$ cat src/rtl/banded_mv_pkg.sv
package banded_mv_pkg;

  typedef enum logic {
    SEQ_LOAD = 1'b0,
    SEQ_RUN  = 1'b1
  } seq_state_e;

  // Cycles one stream must wait so the other stream can start at zero.
  function automatic int lead_of(input int a, input int b);
    return (a > b) ? (a - b) : 0;
  endfunction

endpackage

$ cat src/rtl/banded_mv_seq.sv
module banded_mv_seq
  import banded_mv_pkg::*;
#(
  parameter int LOWER = 1,
  parameter int UPPER = 2,
  parameter int DW    = 8,
  parameter int MAX_N = 16
) (
  input  logic                 clk,
  input  logic                 rst_n,
  input  logic                 in_valid,
  input  logic                 in_last,
  input  logic [DW-1:0]        in_x,
  input  logic [(LOWER+UPPER+1)*DW-1:0] in_band,
  output logic                 x_inj_vld,
  output logic [DW-1:0]        x_inj,
  output logic                 y_inj_vld,
  output logic                 y_inj_last,
  output logic [LOWER+UPPER:0] a_vld,
  output logic [(LOWER+UPPER+1)*DW-1:0] a_val
);

  localparam int W     = LOWER + UPPER + 1;
  localparam int X0    = lead_of(LOWER, UPPER);
  localparam int Y0    = lead_of(UPPER, LOWER);
  localparam int AW    = (MAX_N > 2) ? $clog2(MAX_N) : 1;
  localparam int NW    = $clog2(MAX_N + 1);
  localparam int T_MAX = Y0 + 2 * (MAX_N - 1) + W;
  localparam int TW    = $clog2(T_MAX + 1);

  seq_state_e          state;
  logic [AW-1:0]       cnt;
  logic [NW-1:0]       n_rows;
  logic [TW-1:0]       t;
  logic [TW-1:0]       t_stop;
  logic                run;
  logic                take;
  logic [DW-1:0]       x_mem    [MAX_N];
  logic [DW-1:0]       band_mem [MAX_N][W];

  assign run    = (state == SEQ_RUN);
  assign take   = (state == SEQ_LOAD) && in_valid;
  // Last cycle of the run: the cycle before row n's sum reaches the output.
  assign t_stop = TW'(Y0 + W - 1) + (TW'(n_rows) << 1) - TW'(2);

  always_ff @(posedge clk or negedge rst_n) begin
    if (!rst_n) begin
      state  <= SEQ_LOAD;
      cnt    <= '0;
      n_rows <= '0;
      t      <= '0;
    end else if (state == SEQ_LOAD) begin
      if (in_valid) begin
        cnt <= cnt + AW'(1);
        if (in_last || (cnt == AW'(MAX_N - 1))) begin
          n_rows <= NW'(cnt) + NW'(1);
          cnt    <= '0;
          t      <= '0;
          state  <= SEQ_RUN;
        end
      end
    end else begin
      t <= t + TW'(1);
      if (t == t_stop) state <= SEQ_LOAD;
    end
  end

  always_ff @(posedge clk) begin
    if (take) begin
      x_mem[cnt] <= in_x;
      for (int e = 0; e < W; e++) band_mem[cnt][e] <= in_band[e*DW +: DW];
    end
  end

  // Schedule: x_j reaches cell k at 2(j-1)+k+X0, the zero sum of row i
  // enters the far cell at 2(i-1)+Y0, so cell k meets column j = i+UPPER-k.
  always_comb begin
    int r;
    int jx;
    int iy;
    r          = int'(t) - X0;
    x_inj_vld  = run && (r >= 0) && (r % 2 == 0) && ((r / 2) < int'(n_rows));
    x_inj      = x_inj_vld ? x_mem[AW'(r / 2)] : '0;
    r          = int'(t) - Y0;
    y_inj_vld  = run && (r >= 0) && (r % 2 == 0) && ((r / 2) < int'(n_rows));
    y_inj_last = y_inj_vld && ((r / 2) == int'(n_rows) - 1);
    for (int k = 0; k < W; k++) begin
      r  = int'(t) - k - X0;
      jx = r / 2;
      iy = jx + k - UPPER;
      a_vld[k] = run && (r >= 0) && (r % 2 == 0) && (jx < int'(n_rows))
                 && (iy >= 0) && (iy < int'(n_rows));
      a_val[k*DW +: DW] = a_vld[k] ? band_mem[AW'(iy)][W-1-k] : '0;
    end
  end

endmodule

$ cat src/rtl/banded_mv_cell.sv
module banded_mv_cell #(
  parameter int DW    = 8,
  parameter int ACC_W = 19
) (
  input  logic                    clk,
  input  logic                    rst_n,
  input  logic                    x_in_vld,
  input  logic signed [DW-1:0]    x_in,
  input  logic                    a_in_vld,
  input  logic signed [DW-1:0]    a_in,
  input  logic                    y_in_vld,
  input  logic                    y_in_last,
  input  logic signed [ACC_W-1:0] y_in,
  output logic                    x_out_vld,
  output logic signed [DW-1:0]    x_out,
  output logic                    y_out_vld,
  output logic                    y_out_last,
  output logic signed [ACC_W-1:0] y_out
);

  // One multiply-accumulate step; an empty matrix slot adds nothing.
  function automatic logic signed [ACC_W-1:0] mac_step(
    input logic signed [ACC_W-1:0] acc,
    input logic signed [DW-1:0]    a,
    input logic signed [DW-1:0]    x,
    input logic                    use_a
  );
    logic signed [ACC_W-1:0] prod;
    prod = ACC_W'(a) * ACC_W'(x);
    return use_a ? acc + prod : acc;
  endfunction

  always_ff @(posedge clk or negedge rst_n) begin
    if (!rst_n) begin
      x_out_vld  <= 1'b0;
      x_out      <= '0;
      y_out_vld  <= 1'b0;
      y_out_last <= 1'b0;
      y_out      <= '0;
    end else begin
      x_out_vld  <= x_in_vld;
      x_out      <= x_in;
      y_out_vld  <= y_in_vld;
      y_out_last <= y_in_vld && y_in_last;
      y_out      <= mac_step(y_in, a_in, x_in, a_in_vld);
    end
  end

endmodule

$ cat src/rtl/banded_mv_array.sv
module banded_mv_array #(
  parameter  int LOWER = 1,
  parameter  int UPPER = 2,
  parameter  int DW    = 8,
  parameter  int MAX_N = 16,
  localparam int W     = LOWER + UPPER + 1,
  localparam int ACC_W = 2 * DW + $clog2(W + 1)
) (
  input  logic                    clk,
  input  logic                    rst_n,
  input  logic                    in_valid,
  input  logic                    in_last,
  input  logic [DW-1:0]           in_x,
  input  logic [W*DW-1:0]         in_band,
  output logic                    out_valid,
  output logic                    out_last,
  output logic signed [ACC_W-1:0] out_y
);

  logic                    x_inj_vld;
  logic [DW-1:0]           x_inj;
  logic                    y_inj_vld;
  logic                    y_inj_last;
  logic [W-1:0]            a_vld;
  logic [W*DW-1:0]         a_val;

  // Tokens on each cell's inputs, named for the checker.
  logic [W-1:0]            x_at_vld;
  logic [W-1:0]            y_at_vld;
  logic [W-1:0]            y_at_last;
  logic signed [DW-1:0]    x_at [W];
  logic signed [ACC_W-1:0] y_at [W];

  // Registered cell outputs.
  logic [W-1:0]            x_q_vld;
  logic [W-1:0]            y_q_vld;
  logic [W-1:0]            y_q_last;
  logic signed [DW-1:0]    x_q [W];
  logic signed [ACC_W-1:0] y_q [W];

  banded_mv_seq #(
    .LOWER(LOWER), .UPPER(UPPER), .DW(DW), .MAX_N(MAX_N)
  ) i_seq (
    .clk       (clk),
    .rst_n     (rst_n),
    .in_valid  (in_valid),
    .in_last   (in_last),
    .in_x      (in_x),
    .in_band   (in_band),
    .x_inj_vld (x_inj_vld),
    .x_inj     (x_inj),
    .y_inj_vld (y_inj_vld),
    .y_inj_last(y_inj_last),
    .a_vld     (a_vld),
    .a_val     (a_val)
  );

  for (genvar k = 0; k < W; k++) begin : g_cell
    if (k == 0) begin : g_xhead
      assign x_at_vld[k] = x_inj_vld;
      assign x_at[k]     = x_inj;
    end else begin : g_xlink
      assign x_at_vld[k] = x_q_vld[k-1];
      assign x_at[k]     = x_q[k-1];
    end
    if (k == W - 1) begin : g_yhead
      assign y_at_vld[k]  = y_inj_vld;
      assign y_at_last[k] = y_inj_last;
      assign y_at[k]      = '0;
    end else begin : g_ylink
      assign y_at_vld[k]  = y_q_vld[k+1];
      assign y_at_last[k] = y_q_last[k+1];
      assign y_at[k]      = y_q[k+1];
    end

    banded_mv_cell #(.DW(DW), .ACC_W(ACC_W)) i_cell (
      .clk       (clk),
      .rst_n     (rst_n),
      .x_in_vld  (x_at_vld[k]),
      .x_in      (x_at[k]),
      .a_in_vld  (a_vld[k]),
      .a_in      (a_val[k*DW +: DW]),
      .y_in_vld  (y_at_vld[k]),
      .y_in_last (y_at_last[k]),
      .y_in      (y_at[k]),
      .x_out_vld (x_q_vld[k]),
      .x_out     (x_q[k]),
      .y_out_vld (y_q_vld[k]),
      .y_out_last(y_q_last[k]),
      .y_out     (y_q[k])
    );
  end

  assign out_valid = y_q_vld[0];
  assign out_last  = y_q_last[0];
  assign out_y     = y_q[0];

endmodule

$ cat config.mk
export PLATFORM = sky130hd
export DESIGN_NAME = banded_mv_array
export DESIGN_NICKNAME = d
export VERILOG_FILES = /design/src/rtl/banded_mv_pkg.sv /design/src/rtl/banded_mv_seq.sv /design/src/rtl/banded_mv_cell.sv /design/src/rtl/banded_mv_array.sv
export SDC_FILE = /design/constraint.sdc
export NUM_CORES = 2
export LEC_CHECK = 0
export ABC_AREA = 1
export CORE_MARGIN = 4
export CORE_UTILIZATION = 60
export DETAILED_ROUTE_END_ITERATION = 10
export PLACE_DENSITY = 0.76
export REMOVE_ABC_BUFFERS = 1
export SETUP_SLACK_MARGIN = 0.4
export SLEW_MARGIN = 30
export SYNTH_ARGS = -nofsm -noshare
export SYNTH_HDL_FRONTEND = slang
export SYNTH_SLANG_ARGS = --single-unit
export TNS_END_PERCENT = 1
$ cat constraint.sdc
create_clock -name clk -period 14.7 [get_ports clk]
set_clock_uncertainty 0.15 [all_clocks]
set_input_delay 2.205 -clock clk [delete_from_list [all_inputs] [get_ports clk]]
set_output_delay 2.205 -clock clk [all_outputs]
set_load 0.03 [all_outputs]
==> out/metrics.csv <==
metric,value,unit
status,"finished, final reports clean",
clock share of power,17.6,%
initial antenna violation count,4,
Post-DP HPWL,73.8,mm
Post-Syn Area per Cell,10.2,µm²
Total Routing Usage GR,27.6,%
Final min period,12.93,ns
Comb power frac,59.9,%
number of enable flip-flop cells after synthesis,640,
Seq pwr share,22.6,%
mapped cell area,0.0454,mm²
clk sinks,761,
placed cell areas,0.0471,mm²
DR vias/cell,5.84,
register bit total from synthesis,761,
RSZ-0062 raised after global routing,no,
Max IR drop VDD,181,µV
"CP delay by family, top",simple AND/OR/NAND/NOR gates,
Multi-input gate area,0.0205,mm²
Clock Path Buffers,3,
"Warnings, synthesis",0,
final setup fails,0,
max frequency,0.0773,GHz
Max-cap violations,0,
Sw Pwr,5.62,mW
CTS tree,built,
WS Path Type,flip-flop to flip-flop,
R2R depth,56,
Post-CTS Resized,0,
"Endpoint, Worst Hold",g_cell[0].i_cell.y_out_vld,
HP Start,g_cell[1].i_cell.y_out_vld,
layout cells sized above 1,6.75,%
die area,0.0801,mm²
setup bufs post-CTS,0,
Slew @ Worst Pin,1.04,ns
"commonest non-fill, non-tap cell in the layout",nand2_1,
worst reg2reg path startpoint,i_seq.t[1],
vias in the first global route,31600,
Final Worst Setup Slack,1.77,ns
die span in x,283,µm
clk slew on worst S/H paths,0.06,ns
most frequent cells in the layout,"nand2_1 (1065), edfxtp_1 (640), inv_1 (553)",
Ports,65,
drt total wl,111,mm
Syn Inst Count,4466,
largest net degree at the start of global routing,71,
antenna-violating nets left,0,
worst reg-to-reg setup slack,1.77,ns
Synth cell types,67,
relative slew slack,30.2,%
"Max FO, Critical Path",70,
Final Max Slew Viols,0,
Met2 Routed Length,54.3,mm
Starting Density,60.8,%
"Clk Latency, worst-skew pair",0.66,ns
Reg area,0.0223,mm²
CP Capture Type,flip-flop,
CTS root buf,clkbuf_16,
remaining routing DRC violations,0,
WL/cell,20.1,µm
Fill cells,5626,
worst path bufs/invs,10,
DIE HEIGHT,283,µm
final period utilization,88.0,%
dpl ws,1.91,ns
Final Hold Vio Count,0,
delay of the slowest cell on the worst path,0.76,ns
worst min path class,flip-flop to flip-flop,
Area Overhead vs Synth,9.51,%
post-route cell area,0.0497,mm²
Crit path top cell by count,nand2_1,
Core ar.,0.0747,mm²
leakage power figure,21.0,nW
top sig layer,met5,
Nets,5019,
vias,32300,
Sw Share,49.5,%
WL met3,8.15,mm
final core utilization,66.6,%
TritonCTS Buffers,79,
Layout Cells excl Fill,5536,
Crit path required time,15.09,ns
sequential share of the synthesized area,49.0,%
Inst Count DP,5392,
reg2reg end,g_cell[1].i_cell.y_out[18],
Iteration-0 DRC Markers,3190,
crit path DAT,13.32,ns
drt first pass iters,6,
hold buffers post-CTS,0,
setup_tns,0,ns
post-synthesis async set-or-reset flop share,15.9,%
htree depth,3,
power per cell area,229,mW/mm²
Metal-1 WL,45.6,mm
Final Wtd Congestion,0.921,
Post-synth top flop,edfxtp_1,
grt total ovfl,0,
WHS Path Cells,0,
Cell Int Power,5.74,mW
first-pass GRT wire length,175,mm
slowest cell on the critical path,nor2_1,
IO buf count,64,
row count,100,
CP Launch Type,flip-flop,
kinds of logic after synthesis:
logic type      count (synthesis)  share of synthesized area [%]
simple gates                 1730                           16.5
mux                            17                          0.416
compound gates                646                           8.91
xor+xnor                      121                           2.35
buf+inv                       721                           6.15
fa+ha+maj                     470                           16.6
flops                         761                           49.0
layout make-up:
cell class	count	share of cell area, %
flip-flops and latches	761	44.7
diodes	3	0.0151
repair buffers	104	1.92
well taps	969	2.44
clock buffers	88	4.09
multi-input cells	2984	41.2
clock inverters	52	1.18
inverters	575	4.38
cells in the mapped netlist, types with 12 or more instances:
cell type	instances	area, µm²
nand2_1	1065	4000
edfxtp_1	640	19200
inv_1	557	2090
nor2_1	318	1190
a21oi_1	296	1480
ha_1	247	3090
fa_1	223	4460
nand3_1	175	876
dfrtp_1	121	3030
o21ai_0	111	556
clkbuf_1	101	379
a32o_1	74	741
xor2_1	61	534
xnor2_1	59	517
nand4_1	44	275
o311ai_0	26	228
a22oi_1	25	188
buf_1	22	82.6
nand2_2	21	131
o211ai_1	21	158
nor3_1	19	95.1
a32oi_1	17	149
a31oi_1	15	93.8
mux2_2	15	169
inv_2	14	52.6
nor4_1	14	87.6
buf_2	13	65.1
o22ai_1	13	81.3
nor2_4	12	135
flip-flops by register name, summed over array words and instances (netlist names):
signal,cells
i_seq.band_mem,512
i_seq.x_mem,128
i_seq.cnt,4
g_cell.i_cell.x_out,24
g_cell.i_cell.y_out_vld,4
i_seq.n_rows,5
i_seq.run,1
i_seq.t,6
g_cell.i_cell.y_out,73
g_cell.i_cell.y_out_last,4
power groups by stage:
stage	clock, mW	sequential [mW]	combinational [mW]
4_1_cts	2.03	2.56	6.73
3_5_place_dp	0	2.61	6.67
5_1_grt	2.12	2.58	7.53
3_3_place_gp	0	2.61	6.57
6_report	2.00	2.57	6.80
2_1_floorplan	0	2.62	4.68
metal layers:
metal	GRT usage (%)	vias up
li1	-	15200
met1	37.5	15700
met2	46.1	1259
met3	4.14	215
met4	8.84	2
met5	0	-
per-stage QoR:
stage | power, mW | hold WS (ns)
CTS | 11.3 | 0.200
detailed placement | 9.28 | 0.215
global route | 12.2 | 0.207
global placement | 9.17 | 0.217
floorplan | 7.30 | 0.204
finish | 11.4 | 0.203
worst max-delay path by stage:
stage / cells past startpoint / slack [ns] / endpoint / startpoint
floorplan: 49 / -0.77 / g_cell[1].i_cell.y_out[18] / i_seq.t[1]
global placement: 55 / 2.09 / g_cell[1].i_cell.y_out[18] / i_seq.t[1]
detailed placement: 55 / 1.91 / g_cell[1].i_cell.y_out[18] / i_seq.t[1]
CTS: 55 / 1.88 / g_cell[1].i_cell.y_out[18] / i_seq.t[1]
global route: 57 / 0.61 / g_cell[1].i_cell.y_out[18] / i_seq.t[1]
finish: 56 / 1.77 / g_cell[1].i_cell.y_out[18] / i_seq.t[1]
worst register-to-register path, delay by kind of cell, from the launching register on:
family / cells / cell delay (ns)
buffers and inverters: 10 / 2.13
adder cells (fa/ha/maj): 10 / 4.12
AND/OR/NAND/NOR: 29 / 4.30
XOR/XNOR: 1 / 0.10
AO/OA/AOI/OAI: 6 / 1.29
flip-flops: 1 / 0.75
No activity file was read; power rests on OpenSTA's default activity.
